File: config.mk
export PLATFORM = sky130hd
export DESIGN_NAME = spn16_core
export DESIGN_NICKNAME = d
export VERILOG_FILES = /design/src/rtl/spn16_pkg.sv /design/src/rtl/spn16_sub_layer.sv /design/src/rtl/spn16_round.sv /design/src/rtl/spn16_last_round.sv /design/src/rtl/spn16_datapath.sv /design/src/rtl/spn16_core.sv
export SDC_FILE = /design/constraint.sdc
export NUM_CORES = 1
export LEC_CHECK = 0
export CORE_ASPECT_RATIO = 1.25
export CORE_MARGIN = 1
export CORE_UTILIZATION = 45
export DETAILED_ROUTE_END_ITERATION = 8
export PLACE_DENSITY = 0.79
export SYNTH_ARGS = -nofsm -noshare
export SYNTH_HDL_FRONTEND = slang
export SYNTH_SLANG_ARGS = --single-unit
File: constraint.sdc
create_clock -name clk -period 1.3 [get_ports clk]
set_input_delay 0.26 -clock clk [delete_from_list [all_inputs] [get_ports clk]]
set_output_delay 0.26 -clock clk [all_outputs]
set_load 0.05 [all_outputs]
File: src/rtl/spn16_pkg.sv
package spn16_pkg;
  localparam int BLK_W  = 16;
  localparam int NIB_W  = 4;
  localparam int NIB_N  = BLK_W / NIB_W;
  localparam int KEY_W  = 64;
  localparam int RK_N   = KEY_W / BLK_W;
  localparam int ROT_A  = 6;
  localparam int ROT_B  = 10;

  // shared 4-bit substitution table
  function automatic logic [NIB_W-1:0] sbox4(input logic [NIB_W-1:0] x);
    logic [NIB_W-1:0] y;
    case (x)
      4'h0: y = 4'h2;  4'h1: y = 4'hE;  4'h2: y = 4'hF;  4'h3: y = 4'h5;
      4'h4: y = 4'hC;  4'h5: y = 4'h1;  4'h6: y = 4'h9;  4'h7: y = 4'hA;
      4'h8: y = 4'hB;  4'h9: y = 4'h4;  4'hA: y = 4'h6;  4'hB: y = 4'h8;
      4'hC: y = 4'h0;  4'hD: y = 4'h7;  4'hE: y = 4'h3;  default: y = 4'hD;
    endcase
    return y;
  endfunction

  function automatic logic [BLK_W-1:0] rotl(input logic [BLK_W-1:0] m, input int s);
    return (m << s) | (m >> (BLK_W - s));
  endfunction

  // rotate-XOR diffusion
  function automatic logic [BLK_W-1:0] diffuse(input logic [BLK_W-1:0] m);
    return m ^ rotl(m, ROT_A) ^ rotl(m, ROT_B);
  endfunction
endpackage

File: src/rtl/spn16_sub_layer.sv
module spn16_sub_layer
  import spn16_pkg::*;
(
  input  logic [BLK_W-1:0] x,
  output logic [BLK_W-1:0] y
);
  for (genvar i = 0; i < NIB_N; i++) begin : g_nib
    assign y[i*NIB_W +: NIB_W] = sbox4(x[i*NIB_W +: NIB_W]);
  end
endmodule

File: src/rtl/spn16_round.sv
module spn16_round
  import spn16_pkg::*;
(
  input  logic [BLK_W-1:0] x,
  input  logic [BLK_W-1:0] rk,
  output logic [BLK_W-1:0] y
);
  logic [BLK_W-1:0] mixed;
  logic [BLK_W-1:0] subst;

  assign mixed = x ^ rk;
  spn16_sub_layer u_sub (.x(mixed), .y(subst));
  assign y = diffuse(subst);
endmodule

File: src/rtl/spn16_last_round.sv
module spn16_last_round
  import spn16_pkg::*;
(
  input  logic [BLK_W-1:0] x,
  input  logic [BLK_W-1:0] rk_in,
  input  logic [BLK_W-1:0] rk_out,
  output logic [BLK_W-1:0] y
);
  logic [BLK_W-1:0] mixed;
  logic [BLK_W-1:0] subst;

  assign mixed = x ^ rk_in;
  spn16_sub_layer u_sub (.x(mixed), .y(subst));
  assign y = subst ^ rk_out;
endmodule

File: src/rtl/spn16_datapath.sv
module spn16_datapath
  import spn16_pkg::*;
(
  input  logic [BLK_W-1:0] pt,
  input  logic [KEY_W-1:0] key,
  output logic [BLK_W-1:0] ct
);
  logic [BLK_W-1:0] stage [RK_N+1];

  assign stage[0] = pt;

  for (genvar r = 0; r < RK_N; r++) begin : g_round
    spn16_round u_rnd (
      .x  (stage[r]),
      .rk (key[r*BLK_W +: BLK_W]),
      .y  (stage[r+1])
    );
  end

  spn16_last_round u_last (
    .x      (stage[RK_N]),
    .rk_in  (key[0 +: BLK_W]),
    .rk_out (key[BLK_W +: BLK_W]),
    .y      (ct)
  );
endmodule

File: src/rtl/spn16_core.sv
module spn16_core
  import spn16_pkg::*;
(
  input  logic             clk,
  input  logic             rst_n,
  input  logic             in_valid,
  input  logic [15:0]      in_data,
  input  logic [63:0]      in_key,
  output logic             out_valid,
  output logic [15:0]      out_data
);
  logic [BLK_W-1:0] cipher_w;

  spn16_datapath u_dp (
    .pt  (in_data),
    .key (in_key),
    .ct  (cipher_w)
  );

  always_ff @(posedge clk or negedge rst_n) begin
    if (!rst_n) begin
      out_valid <= 1'b0;
      out_data  <= '0;
    end else begin
      out_valid <= in_valid;
      if (in_valid) out_data <= cipher_w;
    end
  end
endmodule

==> metrics.md, run 1 <==
| Metric | Value |
|---|---|
| Clock latency on the worst-skew pair | 0.26 ns |
| Worst path arrival time | ~7.8 ns |
| Post-synthesis adder-cell area fraction | 15.2% |
| Share of cells above drive strength 1 | 60.4% |
| Worst-path fanout max | 5 |
| Vias in the first global route | 7311 |
| CTS sink cnt | 17 |
| Vias | 7237 |
| CTS tree | done |
| Syn_area_per_cell | roughly 11 um2 |
| Top cell type by total area after synthesis | ha_1 |
| Initial antenna violation count | 0 |
| CTS clk-pin slew, worst paths | ~0.060 ns |
| Total CTS buffers | 3 |
| Syn nets | around 860 |
| Nets@finish | 1276 |
| Largest net degree at the start of global routing | 18 |
| Final Hold Viols | 0 |
| Post-Synth XOR/XNOR Area | 36.3% |
| CP Launch Type | input port |
| Synth area leaders | ha_1 (15%), mux2i_1 (13%), xnor2_1 (12%), xnor2_4 (8.2%), mux4_2 (5.8%) |
| Yosys top cell area share | approximately 15% |
| Total track usage | 28.8% |
| Fin. max-slew vios | 0 |
| Fill cell count | 750 |
| Hold buffer count at cts | 0 |
| Setup total negative slack | -97.26 ns |
| Hold Crit Class | input port to asynchronous set/reset pin |
| Setup CP Type | input port to flop |
| Routed wire per std cell | approximately 24 um |
| Tcrit/Tclk final | 587% |
| Max Freq | 0.131 GHz |
| Hold Worst Slack | 0.325 ns |
| Diode count | 0 |
| Initial core utilization | 46.6% |
| Most frequent CP cell | buf_4 |
| Synth unique cells | 58 |
| Core area | around 16000 um2 |
| Pre-Repair DR Iteration Count | 5 |
| FF-to-FF Start | out_data[2] |
| GP Congestion | roughly 0.93 |
| First-pass GRT wire length | around 37 mm |
| Unrepaired setup endpoints after global routing | true |
| Failing checks | negative setup slack |
| Post-synthesis sequential area ratio | a little under 6% |
| Status | finished with violations |
| Vias per inst | 5.50 |
| Die ar. | 16800 um2 |
| Post-Route WL | 30.9 mm |
| Crit-path slowest cell | mux4_2 |
| Routed Antenna Nets | 0 |
| # IOs | 100 |
| Final min period | 7.63 ns |
| Initial drt markers | 365 |
| CTS root buf | clkbuf_16 |
| FF+latch count, synth | 17 |
| Critical path's largest stage delay | 0.61 ns |
| Max Buffers Root-to-Sink | 2 |
| Grt ovf | 0 |
| Largest family of logic cells by synthesized area | XOR/XNOR gates |
| Die X | roughly 120 um |
| Simple-gate portion of the synthesized area | under 10% |
| Maximum capacitance violations | 0 |
| Skew final | 0 ns |
| CP required | 1.44 ns |
| Compound-Gate Fraction of Synth Area | around 4.1% |
| # rows | between 50 and 60 |
| Final setup violation count | 16 |
| Rel. slew slack | 67.6% |
| # DRC | 0 |
| Die height | between 100 and 150 um |
| Port bufs | 99 |
| Slew @ Worst Pin | 0.485 ns |
| H-tree depth | 1 |
| Placed wire-length estimate | 17.3 mm |
| Synth Instances | 692 |
| Fin worst setup slack | -6.33 ns |
| Synthesized cell area | 7350 um2 |
| Number of synthesis warnings | 0 |
| Syn-to-layout area delta | 76.7% |
| Worst Setup SP | in_data[1] |
| Critical path capture point type | flop |
| Mux share of post-synthesis cell area | 28.8% |
==> worst max-delay path: cells and delay by family <==
| family | cells | cell delay (ns) |
|---|---|---|
| adders and majority gates | 5 | 1.45 |
| muxes | 9 | 2.47 |
| xor gates and xnor gates | 10 | 2.06 |
| buffers and inverters | 11 | 1.48 |
==> layout make-up <==
class | count | area, um2 | share of cell area [%]
multi-input cells | 567 | 8210 | 63.2
repair buffers | 412 | 3610 | 27.8
flip-flops and latches | 17 | 425 | 3.28
inverters | 103 | 389 | 3.00
well taps | 212 | 265 | 2.04
clock buffers | 3 | 75.1 | 0.578
clock inverters | 1 | 5.00 | 0.0385
==> registers in the layout, summed over array words and instances, names as in the netlist <==
register	count
out_valid	1
out_data	16
==> path summary, 6_finish.rpt <==
check	cells after the start	end	slack, ns
max in group asynchronous	2	out_data[15]	0.77
worst max register to register	2	out_data[2]	0.27
min in group clk	2	out_data[6]	0.59
worst max-delay path	35	out_data[15]	-6.33
worst min-delay path	2	out_data[10]	0.33
worst min register to register	2	out_data[6]	0.59
==> layer usage <==
layer	GRT usage (%)	vias up	part of all wire (%)
li1	-	3123	-
met4	15.7	0	8.5
met5	0	-	0
met2	56.5	362	52
met1	29.8	3568	34
met3	2.33	184	5.4
==> Yosys cell counts, drive strengths merged <==
master / number
a221oi: 3
nor3: 5
a21oi: 7
inv: 103
nand4b: 1
nand2b: 2
a22oi: 2
a32oi: 1
mux2i: 119
o21a: 1
or3b: 1
xnor2: 147
nor3b: 1
nor4b: 1
a22o: 1
xnor3: 2
buf: 1
a31o: 1
or4: 1
mux2: 28
nand3b: 2
nand2: 16
o22ai: 4
nor4: 2
dfrtp: 17
and3: 2
o311ai: 2
o211ai: 3
nor2: 9
ha: 89
mux4: 19
o21ai: 8
xor2: 62
nor2b: 3
a31oi: 1
and2: 3
a2bb2oi: 3
clkbuf: 5
a21o: 3
or3: 2
or2: 3
nand3: 6
==> logic make-up after synthesis <==
group | Yosys count
compound gates | 40
xor+xnor | 211
fa+ha+maj | 89
buf+inv | 109
flops | 17
mux | 166
simple gates | 60
==> what timing repair did <==
action                                 CTS  global route
setup endpoints to repair               16            16
buffers inserted                        48            36
pin swaps                               70            72
resized for setup                      127           135
endpoints found under the hold margin    0             0
cloned                                   0             1
==> cell usage in the layout, fill, tap and decap left out, drive strengths merged, types with 9 or more instances in the layout <==
cell type / netlist / layout
xor2: 62 / 62
buf: 1 / 336
inv: 103 / 103
mux2i: 119 / 119
xnor2: 147 / 148
nor2: 9 / 9
clkdlybuf4s50: 0 / 51
dfrtp: 17 / 17
mux4: 19 / 19
mux2: 28 / 28
ha: 89 / 89
dlymetal6s2s: 0 / 12
clkbuf: 5 / 13
nand2: 16 / 16
==> per-stage QoR <==
stage                     std cells  setup WS [ns]  util, %  area, um2
after CTS                      1281          -5.74     76.3      12000
after global placement         1229          -6.37     69.6      11000
after detailed placement       1229          -6.50     69.6      11000
after global routing           1315          -6.58     82.4      13000
after floorplan                 692          -5.42        -       7770
final                          1315          -6.33     82.4      13000
Power of run 1 is not shown: default switching activity piles up to over one toggle a cycle in this logic, so the estimate is an artifact.
==> run 2, diff against run 1 <==
--- a/config.mk
+++ b/config.mk
@@ -10,6 +10,7 @@
 export CORE_UTILIZATION = 45
 export DETAILED_ROUTE_END_ITERATION = 8
 export PLACE_DENSITY = 0.79
+export REMOVE_ABC_BUFFERS = 1
 export SYNTH_ARGS = -nofsm -noshare
 export SYNTH_HDL_FRONTEND = slang
 export SYNTH_SLANG_ARGS = --single-unit
==> constraint.sdc (replaced) <==
create_clock -name clk -period 1.3 [get_ports clk]
set_input_delay 0.325 -clock clk [delete_from_list [all_inputs] [get_ports clk]]
set_output_delay 0.325 -clock clk [all_outputs]
set_load 0.05 [all_outputs]
==> run 2 against run 1 <==
The run still ends with negative setup slack left. Cell count grew 2.6%. Global-route usage grew 8.5 points. Non-clock buffer count grew 34. First-iteration DRC count grew 120%. Fmax shrank 5.9%. Register-to-register slack gained 0.04 ns. Cell area grew 11%. Via count grew 14%. Count of clock-buffer cells in the layout is the same. Sequential share of layout area shrank 0.32 points. Core utilization grew 9.1 points.
==> metrics.md, run 2 (synthesis results as in run 1) <==
| Metric | Value |
|---|---|
| Maximum capacitance violations | 0 (unchanged) |
| Port bufs | 99 (unchanged) |
| Syn-to-layout area delta | 96.1% |
| Post-Route WL | 40.9 mm (+32%) |
| Initial drt markers | 796 (+120%) |
| Design area | 14400 um2 (+11%) |
| Share of cells above drive strength 1 | 69.7% (+9.4 points) |
| CTS root buf | clkbuf_16 |
| Die height | 145 um (unchanged) |
| Total track usage | 37.4% (+8.5 points) |
| Largest register FFs | 16 (unchanged) |
| Placed wire-length estimate | 17.1 mm (-1.2%) |
| Die X | 116 um (unchanged) |
| Max Freq | 0.123 GHz (-5.9%) |
| # DRC | 0 (unchanged) |
| Fill cell count | 504 (-33%) |
| Status | finished with violations |
| Diode count | 0 (unchanged) |
| Vias per inst | 6.09 (+11%) |
| Setup CP Type | input port to flop |
| CTS tree | done |
| Vias | 8214 (+14%) |
| Fin. max-slew vios | 0 (unchanged) |
| Unrepaired setup endpoints after global routing | true |
| Rel. slew slack | 60.4% (-7.1 points) |
| Routed wire per std cell | 30.3 um (+29%) |
| Max Buffers Root-to-Sink | 2 (unchanged) |
| GP Congestion | 0.902 (-2.7%) |
| Worst path arrival time | 8.24 ns (+0.47 ns) |
| Tcrit/Tclk final | 623% (+36 points) |
| Crit-path slowest cell | mux4_2 |
| # rows | 51 (unchanged) |
| Fin worst setup slack | -6.80 ns (-0.474 ns) |
| Top Metal Used | met4 |
| Commonest cells after routing, fill and taps aside | buf_4 (280), buf_6 (70), inv_1 (67), xnor2_4 (67), mux2i_1 (61) |
| CP Launch Type | input port |
| Routed Antenna Nets | 0 (unchanged) |
| Pre-Repair DR Iteration Count | 5 (unchanged) |
| Nets@finish | 1310 (+2.7%) |
| WL met2 | 19.0 mm (+18%) |
| CP required | 1.44 ns (about the same) |
| Top reg by flops | out_data |
| Most frequent CP cell | buf_4 |
| Hold Crit Class | input port to asynchronous set/reset pin |
| Clock latency on the worst-skew pair | 0.25 ns (about the same) |
| Critical path capture point type | flop |
| Skew final | 0 ns (unchanged) |
| CTS sink cnt | 17 (unchanged) |
| Die ar. | 16800 um2 (unchanged) |
| Worst-path fanout max | 3 (-2) |
| Final setup violation count | 16 (unchanged) |
| Total CTS buffers | 3 (unchanged) |
| Grt ovf | 0 (unchanged) |
| Critical path's largest stage delay | 0.66 ns (+0.05 ns) |
| Failing checks | negative setup slack |
| DP Area | 10600 um2 (-3.2%) |
| Initial antenna violation count | 0 (unchanged) |
| Final Hold Viols | 0 (unchanged) |
| Setup total negative slack | -104.63 ns (-7.38 ns) |
| First-pass GRT wire length | 46.8 mm (+27%) |
| Vias in the first global route | 8291 (+13%) |
| Met3 wire length | 3.74 mm (+120%) |
| Slew @ Worst Pin | 0.590 ns (+0.106 ns) |
| Largest net degree at the start of global routing | 20 (+2) |
| Initial core utilization | 46.6% (unchanged) |
| Core area | 15800 um2 (unchanged) |
| Routed length on met1 | 14.1 mm (+34%) |
| Top flop regs | out_data x16, out_valid x1 |
| Commonest non-fill, non-tap cell in the layout | buf_4 |
| H-tree depth | 1 (unchanged) |
| Final min period | 8.10 ns (+0.474 ns) |
| # IOs | 100 (unchanged) |
| CTS clk-pin slew, worst paths | 0.05 ns (about the same) |
## run 2: cell count changes in the layout (fill, tap and decap cells not counted), sizes merged
cell	delta
dlymetal6s2s	-12
clkbuf	-10
dlygate4sd2	+10
clkdlybuf4s15	+2
buf	+44
## run 2: metal layers
metal | up-vias | track usage (%)
li1 | 3201 | -
met1 | 3945 | 40.2
met2 | 754 | 67.2
met3 | 314 | 5.25
met4 | 0 | 25.4
met5 | - | 0
## run 2: repair_timing
action	CTS	global route
hold buffers	0	0
endpoints found under the setup margin	16	16
pin swaps	107	92
resized for setup	318	245
buffers inserted	69	47
cloned	1	0
## run 2: cell type report
cell class                      instances  area [um2]  area share, %
Multi-Input combinational cell        567        9120           63.3
Inverter                              103         404           2.80
Clock buffer                            3        75.1          0.521
Sequential cell                        17         425           2.95
Clock inverter                          1        5.00         0.0347
Timing Repair Buffer                  446        4120           28.6
Tap cell                              212         265           1.84
## run 2: path summary, 6_finish.rpt
path,start,end,slack [ns],cells after the start
setup / recovery,in_data[11],out_data[15],-6.80,37
hold reg to reg,out_data[14],out_data[14],0.59,2
setup reg to reg,out_data[2],out_data[2],0.31,2
hold / removal,rst_n,out_valid,0.42,2
max in group asynchronous,rst_n,out_data[11],0.67,2
min in group clk,out_data[14],out_data[14],0.59,2
## run 2: per-stage QoR
| stage | util, % | instances | setup WS, ns | hold WS, ns |
|---|---|---|---|---|
| after floorplan | - | 686 | -6.08 | 0.0294 |
| after global placement | 67.4 | 1236 | -6.54 | 0.550 |
| after detailed placement | 67.4 | 1236 | -6.83 | 0.555 |
| after CTS | 80.5 | 1305 | -5.61 | 0.405 |
| after global routing | 91.4 | 1349 | -6.82 | 0.451 |
| final | 91.4 | 1349 | -6.80 | 0.421 |
## run 2: worst max-delay path, delay by kind of cell
family	cells	cell delay, ns
mux	10	2.66
buf+inv	13	2.18
xor+xnor	10	2.09
fa+ha+maj	4	0.97
Power of run 2 is left out for the same reason.
==> run 3, diff against run 2 <==
--- a/config.mk
+++ b/config.mk
@@ -11,6 +11,7 @@
 export DETAILED_ROUTE_END_ITERATION = 8
 export PLACE_DENSITY = 0.79
 export REMOVE_ABC_BUFFERS = 1
+export SLEW_MARGIN = 0
 export SYNTH_ARGS = -nofsm -noshare
 export SYNTH_HDL_FRONTEND = slang
 export SYNTH_SLANG_ARGS = --single-unit
==> results of run 3 <==
Final layout, timing and power as in run 2 (identical DEF).
Power of run 3 is left out for the same reason.
